`config.mk`:
```
export PLATFORM = sky130hd
export DESIGN_NAME = npc_unit
export DESIGN_NICKNAME = d
export VERILOG_FILES = /design/src/rtl/npc_pkg.sv /design/src/rtl/npc_cond.sv /design/src/rtl/npc_target.sv /design/src/rtl/npc_link.sv /design/src/rtl/npc_unit.sv
export SDC_FILE = /design/constraint.sdc
export NUM_CORES = 1
export LEC_CHECK = 0
export BUFFER_PORTS_ARGS = -buffer_cell sky130_fd_sc_hd__buf_2
export CAP_MARGIN = 20
export CELL_PAD_IN_SITES_DETAIL_PLACEMENT = 2
export CELL_PAD_IN_SITES_GLOBAL_PLACEMENT = 2
export CORE_ASPECT_RATIO = 0.6
export CORE_MARGIN = 2
export CORE_UTILIZATION = 26
export CTS_CLUSTER_SIZE = 25
export DETAILED_ROUTE_END_ITERATION = 6
export GPL_ROUTABILITY_DRIVEN = 0
export HOLD_SLACK_MARGIN = 0.12
export PLACE_DENSITY_LB_ADDON = 0.2
export SYNTH_ARGS = -nofsm -noshare
export SYNTH_HDL_FRONTEND = slang
export SYNTH_HIERARCHICAL = 1
export SYNTH_SLANG_ARGS = --single-unit
```
`constraint.sdc`:
```
create_clock -name clk -period 3.1 [get_ports clk]
set_input_delay 0.155 -clock clk [delete_from_list [all_inputs] [get_ports clk]]
set_output_delay 0.155 -clock clk [all_outputs]
set_load 0.02 [all_outputs]
```
`src/rtl/npc_pkg.sv`:
```
package npc_pkg;
  typedef enum logic [3:0] {
    CT_SEQ    = 4'd0,
    CT_BEQ    = 4'd1,
    CT_BNE    = 4'd2,
    CT_BLEZ   = 4'd3,
    CT_BGTZ   = 4'd4,
    CT_BLTZ   = 4'd5,
    CT_BGEZ   = 4'd6,
    CT_BLTZAL = 4'd7,
    CT_BGEZAL = 4'd8,
    CT_JMP    = 4'd9,
    CT_JAL    = 4'd10,
    CT_JR     = 4'd11,
    CT_JALR   = 4'd12
  } ct_op_e;

  localparam int CT_OP_W = 4;
endpackage

```
`src/rtl/npc_cond.sv`:
```
module npc_cond
  import npc_pkg::*;
#(
  parameter int XLEN = 32
) (
  input  ct_op_e            op,
  input  logic [XLEN-1:0]   rs,
  input  logic [XLEN-1:0]   rt,
  output logic              cond
);
  logic rs_neg;
  logic rs_zero;
  logic regs_eq;

  assign rs_neg  = rs[XLEN-1];
  assign rs_zero = (rs == '0);
  assign regs_eq = (rs == rt);

  always_comb begin
    case (op)
      CT_BEQ:              cond = regs_eq;
      CT_BNE:              cond = !regs_eq;
      CT_BLEZ:             cond = rs_neg || rs_zero;
      CT_BGTZ:             cond = !rs_neg && !rs_zero;
      CT_BLTZ, CT_BLTZAL:  cond = rs_neg;
      CT_BGEZ, CT_BGEZAL:  cond = !rs_neg;
      default:             cond = 1'b0;
    endcase
  end
endmodule

```
`src/rtl/npc_target.sv`:
```
module npc_target
  import npc_pkg::*;
#(
  parameter int XLEN  = 32,
  parameter int OFF_W = 16,
  parameter int IDX_W = 26
) (
  input  ct_op_e            op,
  input  logic              cond,
  input  logic [XLEN-1:0]   pc,
  input  logic [XLEN-1:0]   rs,
  input  logic [OFF_W-1:0]  br_off,
  input  logic [IDX_W-1:0]  j_idx,
  output logic [XLEN-1:0]   nxt,
  output logic              tk
);
  localparam int SEXT_W = XLEN - OFF_W - 2;
  localparam int REG_HI = XLEN - IDX_W - 2;
  localparam logic [XLEN-1:0] STEP = XLEN'(4);

  logic [XLEN-1:0] seq_pc;
  logic [XLEN-1:0] disp;
  logic [XLEN-1:0] br_pc;
  logic [XLEN-1:0] jmp_pc;

  assign seq_pc = pc + STEP;
  assign disp   = {{SEXT_W{br_off[OFF_W-1]}}, br_off, 2'b00};
  assign br_pc  = seq_pc + disp;
  assign jmp_pc = {pc[XLEN-1 -: REG_HI], j_idx, 2'b00};

  always_comb begin
    case (op)
      CT_BEQ, CT_BNE, CT_BLEZ, CT_BGTZ,
      CT_BLTZ, CT_BGEZ, CT_BLTZAL, CT_BGEZAL: begin
        tk  = cond;
        nxt = cond ? br_pc : seq_pc;
      end
      CT_JMP, CT_JAL: begin
        tk  = 1'b1;
        nxt = jmp_pc;
      end
      CT_JR, CT_JALR: begin
        tk  = 1'b1;
        nxt = rs;
      end
      default: begin
        tk  = 1'b0;
        nxt = seq_pc;
      end
    endcase
  end
endmodule

```
`src/rtl/npc_link.sv`:
```
module npc_link
  import npc_pkg::*;
#(
  parameter int XLEN     = 32,
  parameter int REG_W    = 5,
  parameter int LINK_REG = 31
) (
  input  ct_op_e            op,
  input  logic [XLEN-1:0]   pc,
  input  logic [REG_W-1:0]  rd_idx,
  output logic              we,
  output logic [REG_W-1:0]  idx,
  output logic [XLEN-1:0]   val
);
  localparam logic [XLEN-1:0]  RET_STEP = XLEN'(8);
  localparam logic [REG_W-1:0] RA_IDX   = REG_W'(LINK_REG);

  assign val = pc + RET_STEP;

  always_comb begin
    case (op)
      CT_BLTZAL, CT_BGEZAL, CT_JAL: begin
        we  = 1'b1;
        idx = RA_IDX;
      end
      CT_JALR: begin
        we  = 1'b1;
        idx = rd_idx;
      end
      default: begin
        we  = 1'b0;
        idx = '0;
      end
    endcase
  end
endmodule

```
`src/rtl/npc_unit.sv`:
```
module npc_unit
  import npc_pkg::*;
#(
  parameter int XLEN     = 32,
  parameter int OFF_W    = 16,
  parameter int IDX_W    = 26,
  parameter int REG_W    = 5,
  parameter int LINK_REG = 31
) (
  input  logic              clk,
  input  logic              rst,
  input  logic              in_valid,
  input  logic [3:0]        op,
  input  logic [XLEN-1:0]   pc,
  input  logic [XLEN-1:0]   rs_val,
  input  logic [XLEN-1:0]   rt_val,
  input  logic [OFF_W-1:0]  br_off,
  input  logic [IDX_W-1:0]  j_idx,
  input  logic [REG_W-1:0]  rd_idx,
  output logic              out_valid,
  output logic [XLEN-1:0]   next_pc,
  output logic              taken,
  output logic              link_we,
  output logic [REG_W-1:0]  link_idx,
  output logic [XLEN-1:0]   link_val
);
  ct_op_e            op_e;
  logic              cond_w;
  logic [XLEN-1:0]   nxt_w;
  logic              tk_w;
  logic              lwe_w;
  logic [REG_W-1:0]  lidx_w;
  logic [XLEN-1:0]   lval_w;

  assign op_e = ct_op_e'(op);

  npc_cond #(.XLEN(XLEN)) cond_i (
    .op   (op_e),
    .rs   (rs_val),
    .rt   (rt_val),
    .cond (cond_w)
  );

  npc_target #(.XLEN(XLEN), .OFF_W(OFF_W), .IDX_W(IDX_W)) tgt_i (
    .op     (op_e),
    .cond   (cond_w),
    .pc     (pc),
    .rs     (rs_val),
    .br_off (br_off),
    .j_idx  (j_idx),
    .nxt    (nxt_w),
    .tk     (tk_w)
  );

  npc_link #(.XLEN(XLEN), .REG_W(REG_W), .LINK_REG(LINK_REG)) lnk_i (
    .op     (op_e),
    .pc     (pc),
    .rd_idx (rd_idx),
    .we     (lwe_w),
    .idx    (lidx_w),
    .val    (lval_w)
  );

  always_ff @(posedge clk) begin
    if (rst) begin
      out_valid <= 1'b0;
      next_pc   <= '0;
      taken     <= 1'b0;
      link_we   <= 1'b0;
      link_idx  <= '0;
      link_val  <= '0;
    end else begin
      out_valid <= in_valid;
      if (in_valid) begin
        next_pc  <= nxt_w;
        taken    <= tk_w;
        link_we  <= lwe_w;
        link_idx <= lidx_w;
        link_val <= lval_w;
      end
    end
  end
endmodule

```
Word level (Yosys, flattened, before mapping)
Index checks and enable logic that the tools add are counted.
W data, S select, Z words.
{ "classes": {"addsub": 3, "eq_ne": 13, "mux": 6, "n_reduce_logical": 14} }
{ "ops": {"columns": ["cell", "n"], "rows": [
  ["$pmux W32 S3", 1],
  ["$add A32 B3 Y32 const B", 1],
  ["$add A32 B32 Y32", 1],
  ["$add A32 B4 Y32 const B", 1],
  ["$eq A32 B32 Y1", 1],
  ["$logic_not A32 Y1", 1],
  ["$mux W32", 1],
  ["$eq A4 B4 Y1 const B", 5],
  ["$eq A4 B3 Y1 const B", 4],
  ["$pmux W5 S2", 1],
  ["$eq A4 B2 Y1 const B", 2],
  ["$reduce_or A2 Y1", 4],
  ["$reduce_or A4 Y1", 2],
  ["$reduce_or A8 Y1", 1],
  ["$pmux W1 S6", 1],
  ["$eq A4 B1 Y1 const B", 1],
  ["$logic_not A1 Y1", 3],
  ["$reduce_or A3 Y1", 1],
  ["$pmux W1 S2", 1],
  ["$logic_and A1 B1 Y1", 1],
  ["$logic_or A1 B1 Y1", 1],
  ["$mux W1", 1]
]} }
{ "word_totals": {"ff_bits": 72, "inputBits": 150, "elab_cells": 42} }

Depth between registers and ports, before layout
{ "depth": {"ltp_word": 6, "depth_mapped": 18, "depth_no_buf": 17} }

Cells and area by module
Netlist, hierarchy kept.
{ "by_module_without_submodules": {"columns": ["module", "n_inst", "cells_each", "area_per_inst_um2", "seq_area_each_um2"], "rows": [
  ["npc_target", 1, 426, 2930.3, 0.0],
  ["npc_unit", 1, 231, 2573.7, 1441.4],
  ["npc_link", 1, 97, 675.6, 0.0],
  ["npc_cond", 1, 68, 518.0, 0.0]
]} }

Worst setup path before layout
Ideal clock, no wire load.
{ "synth_timing": {"kind": "input to register", "from": "input pc[2]", "to": "register next_pc[29]", "setup_ns": 0.116, "arrival_time_ns": 3.163, "t_required_ns": 2.984, "setup_slack_ns": -0.180, "stages": 17, "path_buffers": 0, "path_cell_list": "ha_1 and2_1 nand2_1 nor3_2 nand4_1 xnor2_1 ha_1 a21o_1 a21o_1 a21oi_1 o32ai_1 or4b_1 a21oi_2 xor2_1 a22oi_1 mux2i_1 nor2_1"} }
{ "synth_between": {"elab_chain_cells": 4} }
{ "synth_lines": {"columns": ["element", "line_no", "rtl"], "rows": [
  ["start, declared", "npc_unit.sv:14", "input logic [XLEN-1:0] pc,"],
  ["$add A32 B3 Y32 *", "npc_target.sv:26", "assign seq_pc = pc + STEP;"],
  ["$add A32 B32 Y32", "npc_target.sv:28", "assign br_pc = seq_pc + disp;"],
  ["$mux W32", "npc_target.sv:36", "nxt = cond ? br_pc : seq_pc;"],
  ["$pmux W32 S3 *", "npc_target.sv:32", "case (op)"],
  ["net nxt_w[29]", "npc_unit.sv:29", "logic [XLEN-1:0] nxt_w;"],
  ["end signal, assigned", "npc_unit.sv:75", "next_pc <= nxt_w;"],
  ["end, declared", "npc_unit.sv:21", "output logic [XLEN-1:0] next_pc,"]
]} }
The timed path passes the listed nets; every way through them passes the cells marked *.
A chain may end at the register's enable or synchronous reset.

Worst setup path after layout
{ "layout_timing": {"from": "input pc[4]", "to": "register next_pc[29]"} }
The elaborated chain is that of the path after synthesis.

==> results.md <==
| Parameter | Reported | Unit |
|---|---|---|
| Cell Count, Final, Fillers Out | 1549 | - |
| Vias per cell | 5.30 | - |
| Result of the run | complete, but fails checks | - |
| Violations in the final reports | negative setup slack | - |
| Asr flop ratio synth | 0 | - |
| DIE AREA | 0.0271 | sq mm |
| Lkg Pwr | 5.11 | nW |
| Instance count after placement with tap cells included | 1506 | - |
| Critical path data arrival time | 3570 | ps |
| Unrepaired setup endpoints after global routing | true | - |
| Share of the clock period used by the worst path | 1.07 | - |
| Worst slew margin relative to its limit | 0.398 | - |
| Vias in the first global route | 8655 | - |
| Vias | 8213 | - |
| Time the worst path needs with I/O delays and setup | 3330 | ps |
| Horizontal die dimension | 211 | um |
| Initial DRC count | 614 | - |
| Drc violations | 0 | - |
| Areal power density over the cells | 364 | mW/mm^2 |
| Cell area after placement | 0.00936 | sq mm |
| Vertical die dimension | 128 | um |
| Actual slew at the worst max-slew pin | 903 | ps |
| Wirelength per Cell | 24.4 | um |
| Net switching fraction of the power | 0.389 | - |
| Post-layout util | 0.429 | - |
| Switching power of the nets | 0.00154 | W |
| Root buffer cell | clkbuf_16 | - |
| Mapped cell area | 0.00670 | sq mm |
| Half-perimeter wire length after placement | 27.7 | mm |
| Power share of the sequential group | 0.261 | - |
| Wire length of the first global-routing pass | 53.1 | mm |
| Prevailing post-synth register cell | dfxtp_1 | - |
| Data required time at the worst endpoint | 3340 | ps |
| Relative contribution of combinational cells to total power | 0.452 | - |
| Worst Setup Slack, final | -225 | ps |
| Internal | 0.00241 | W |
| Sequential fraction of the synthesis area | 0.215 | - |
| IO Pins | 222 | - |
| Max Cap Viol | 0 | - |
| Clock insertion delay at the later pin of the skew report | 370 | ps |
| Endpoint class of the critical path | flip-flop | - |
| Number of enable flip-flop cells after synthesis | 0 | - |
| Critical Path Source Type | primary input | - |
| Final clock skew | 0 | ps |
| Part of the total power dissipated in the clock network | 0.286 | - |
| Synth warn | 6 | - |
| Critical-path maximum fanout | 5 | - |
| Sum of internal, switching and leakage power | 0.00395 | W |
| Final count of hold timing violations | 0 | - |
| Max Fclk | 301 | MHz |
| # nets final | 1401 | - |
| Layout fillers | 2819 | - |
| All-Layer GR Usage | 0.262 | - |
| Antenna cells | 0 | - |
| Number of buffers on the longest clock path | 2 | - |
| Count of final max-slew check failures | 0 | - |
| Maximum number of pins on one net before global-route repair | 73 | - |
| Number of endpoints failing setup at the final stage | 5 | - |
| Share of cells above drive strength 1 | 0.465 | - |
| Clk pin slew, worst setup/hold paths | 80 | ps |
| VDD IR max | 0.000266 | V |
| Number of clock buffers inserted by TritonCTS | 9 | - |
| Number of nets with antenna violations after detailed routing | 0 | - |
| Detailed-route wire length | 37.8 | mm |
| Num rows | 45 | - |
| Net Count, Synth | 1008 | - |
| Final instance area | 0.0109 | sq mm |
| Leftover overflow at the end of global routing | 0 | - |
| Area Growth Syn to Fin | 62.1 | % |
| Mean Syn Cell Area | 8.15 | sq um |
| Drt pass-1 iters | 6 | - |
| Number of unique standard cell types used by synthesis | 73 | - |
| Seq cells post-synth | 72 | - |
| CTS tree | built | - |
| Core Footprint | 0.0253 | sq mm |
| Clock sink total | 72 | - |
| Initial Utilization | 0.265 | - |
| Worst Path Class, Setup | primary input to flip-flop | - |
| Worst hold path class | primary input to flip-flop | - |
| Clock H-tree levels | 3 | - |
| Gate count after technology mapping | 822 | - |
| Number of antenna violations at the first check in global routing | 1 | - |
| Port Buffers | 221 | - |
timing repair:
item,CTS,global route
gates resized for setup,73,97
pin swaps,37,56
buffers inserted,13,12
cloned,0,0
endpoints found under the hold margin,3,0
hold buffers,3,0
endpoints found under the setup margin,14,16
critical path, cell delays in order:
cell and delay [ps]:
buf_2 90, and3_4 200, nand4_1 140, buf_6 160
nor2_1 140, nand2_1 120, xnor2_2 290, ha_1 390
and3_1 230, a211oi_2 310, a31oi_4 80, o311ai_2 110
or4b_4 550, a21oi_4 150, xor2_1 160, a22oi_1 80
mux2i_1 150, nor2_1 50
cell usage after synthesis, drive strengths merged, types with 4 or more instances:
cell / count / area share
a222oi: 23 / 0.034
nor3: 13 / 0.015
and3: 16 / 0.016
nor4: 16 / 0.018
a221o: 4 / 0.0060
nand2b: 10 / 0.0093
a211oi: 4 / 0.0045
xor2: 54 / 0.071
inv: 19 / 0.011
nor2: 99 / 0.055
o21ai: 48 / 0.036
buf: 17 / 0.024
and2: 5 / 0.0047
nand2: 49 / 0.027
a22oi: 4 / 0.0045
nand4: 21 / 0.023
ha: 35 / 0.065
nor2b: 5 / 0.0047
a21o: 24 / 0.027
xnor2: 60 / 0.078
mux2i: 73 / 0.11
dfxtp: 72 / 0.22
and4: 11 / 0.015
a31oi: 4 / 0.0037
a21oi: 39 / 0.030
nand3: 35 / 0.026
clkbuf: 22 / 0.013
final timing paths:
check                    from     endpoint  slack, ps  depth (start not counted)
hold reg to reg   link_val[3]  link_val[3]        490                          2
hold / removal       j_idx[0]   next_pc[2]        190                          5
setup / recovery        pc[4]  next_pc[29]       -230                         18
setup reg to reg  next_pc[27]  next_pc[27]       2380                          2
power groups by stage:
stage	clock (W)	combinational [W]	sequential, W
final	0.00113	0.00179	0.00103
after global routing	0.00119	0.00190	0.00104
after CTS	0.00116	0.00159	0.00103
after detailed placement	0	0.00150	0.00105
after global placement	0	0.00146	0.00105
after floorplan	0	0.000669	0.00113
cell type report:
cell class | instances | area [sq um] | area share
Tap cell | 329 | 412 | 0.0379
Sequential cell | 72 | 1440 | 0.133
Clock inverter | 6 | 68.8 | 0.00634
Clock buffer | 10 | 229 | 0.0211
Inverter | 19 | 71.3 | 0.00657
Timing Repair Buffer | 421 | 2740 | 0.252
Multi-Input combinational cell | 692 | 5900 | 0.543
cell families (layout without fill, tap and decap cells):
group | count (synthesis) | count (layout) | share of synthesized area
DFF | 72 | 72 | 0.215
and+or+nand+nor | 288 | 288 | 0.224
buffers and inverters | 58 | 456 | 0.0476
xor gates and xnor gates | 114 | 114 | 0.149
AOI/OAI and AO/OA | 180 | 180 | 0.185
adders and majority gates | 36 | 36 | 0.0684
muxes | 74 | 74 | 0.111
flip-flops by register name, summed over array words and instances, names as in the netlist:
register / cells
out_valid: 1
next_pc: 32
link_we: 1
taken: 1
link_val: 32
link_idx: 5
metal layers:
layer	track usage	up-vias	wire [um]
met4	0.0584	2	698
met2	0.418	207	17400
met1	0.367	4165	17800
met5	0	-	13
li1	-	3804	-
met3	0.0478	35	1990
cell usage in the layout (no fill, tap or decap), drive strengths merged, types with 4 or more instances in the layout:
cell type,synthesis,layout
buf,17,417
nor2,99,99
mux2i,73,73
dfxtp,72,72
xnor2,60,60
xor2,54,54
nand2,49,49
o21ai,48,48
a21oi,39,39
nand3,35,35
ha,35,35
a21o,24,24
a222oi,23,23
nand4,21,21
inv,19,20
nor4,16,16
and3,16,16
nor3,13,13
clkbuf,22,11
and4,11,11
nand2b,10,10
nor2b,5,5
and2,5,5
a221o,4,4
a22oi,4,4
a211oi,4,4
a31oi,4,4
stage by stage:
step | setup slack, ps | setup TNS [ps] | hold WS, ps
final | -225 | -443 | 193
after global routing | -292 | -1440 | 229
after CTS | -52.6 | -52.6 | 178
after detailed placement | -836 | -9700 | 481
after global placement | -688 | -7980 | 465
after floorplan | 0.780 | 0 | 340
Power figures use the tool's default switching activity.
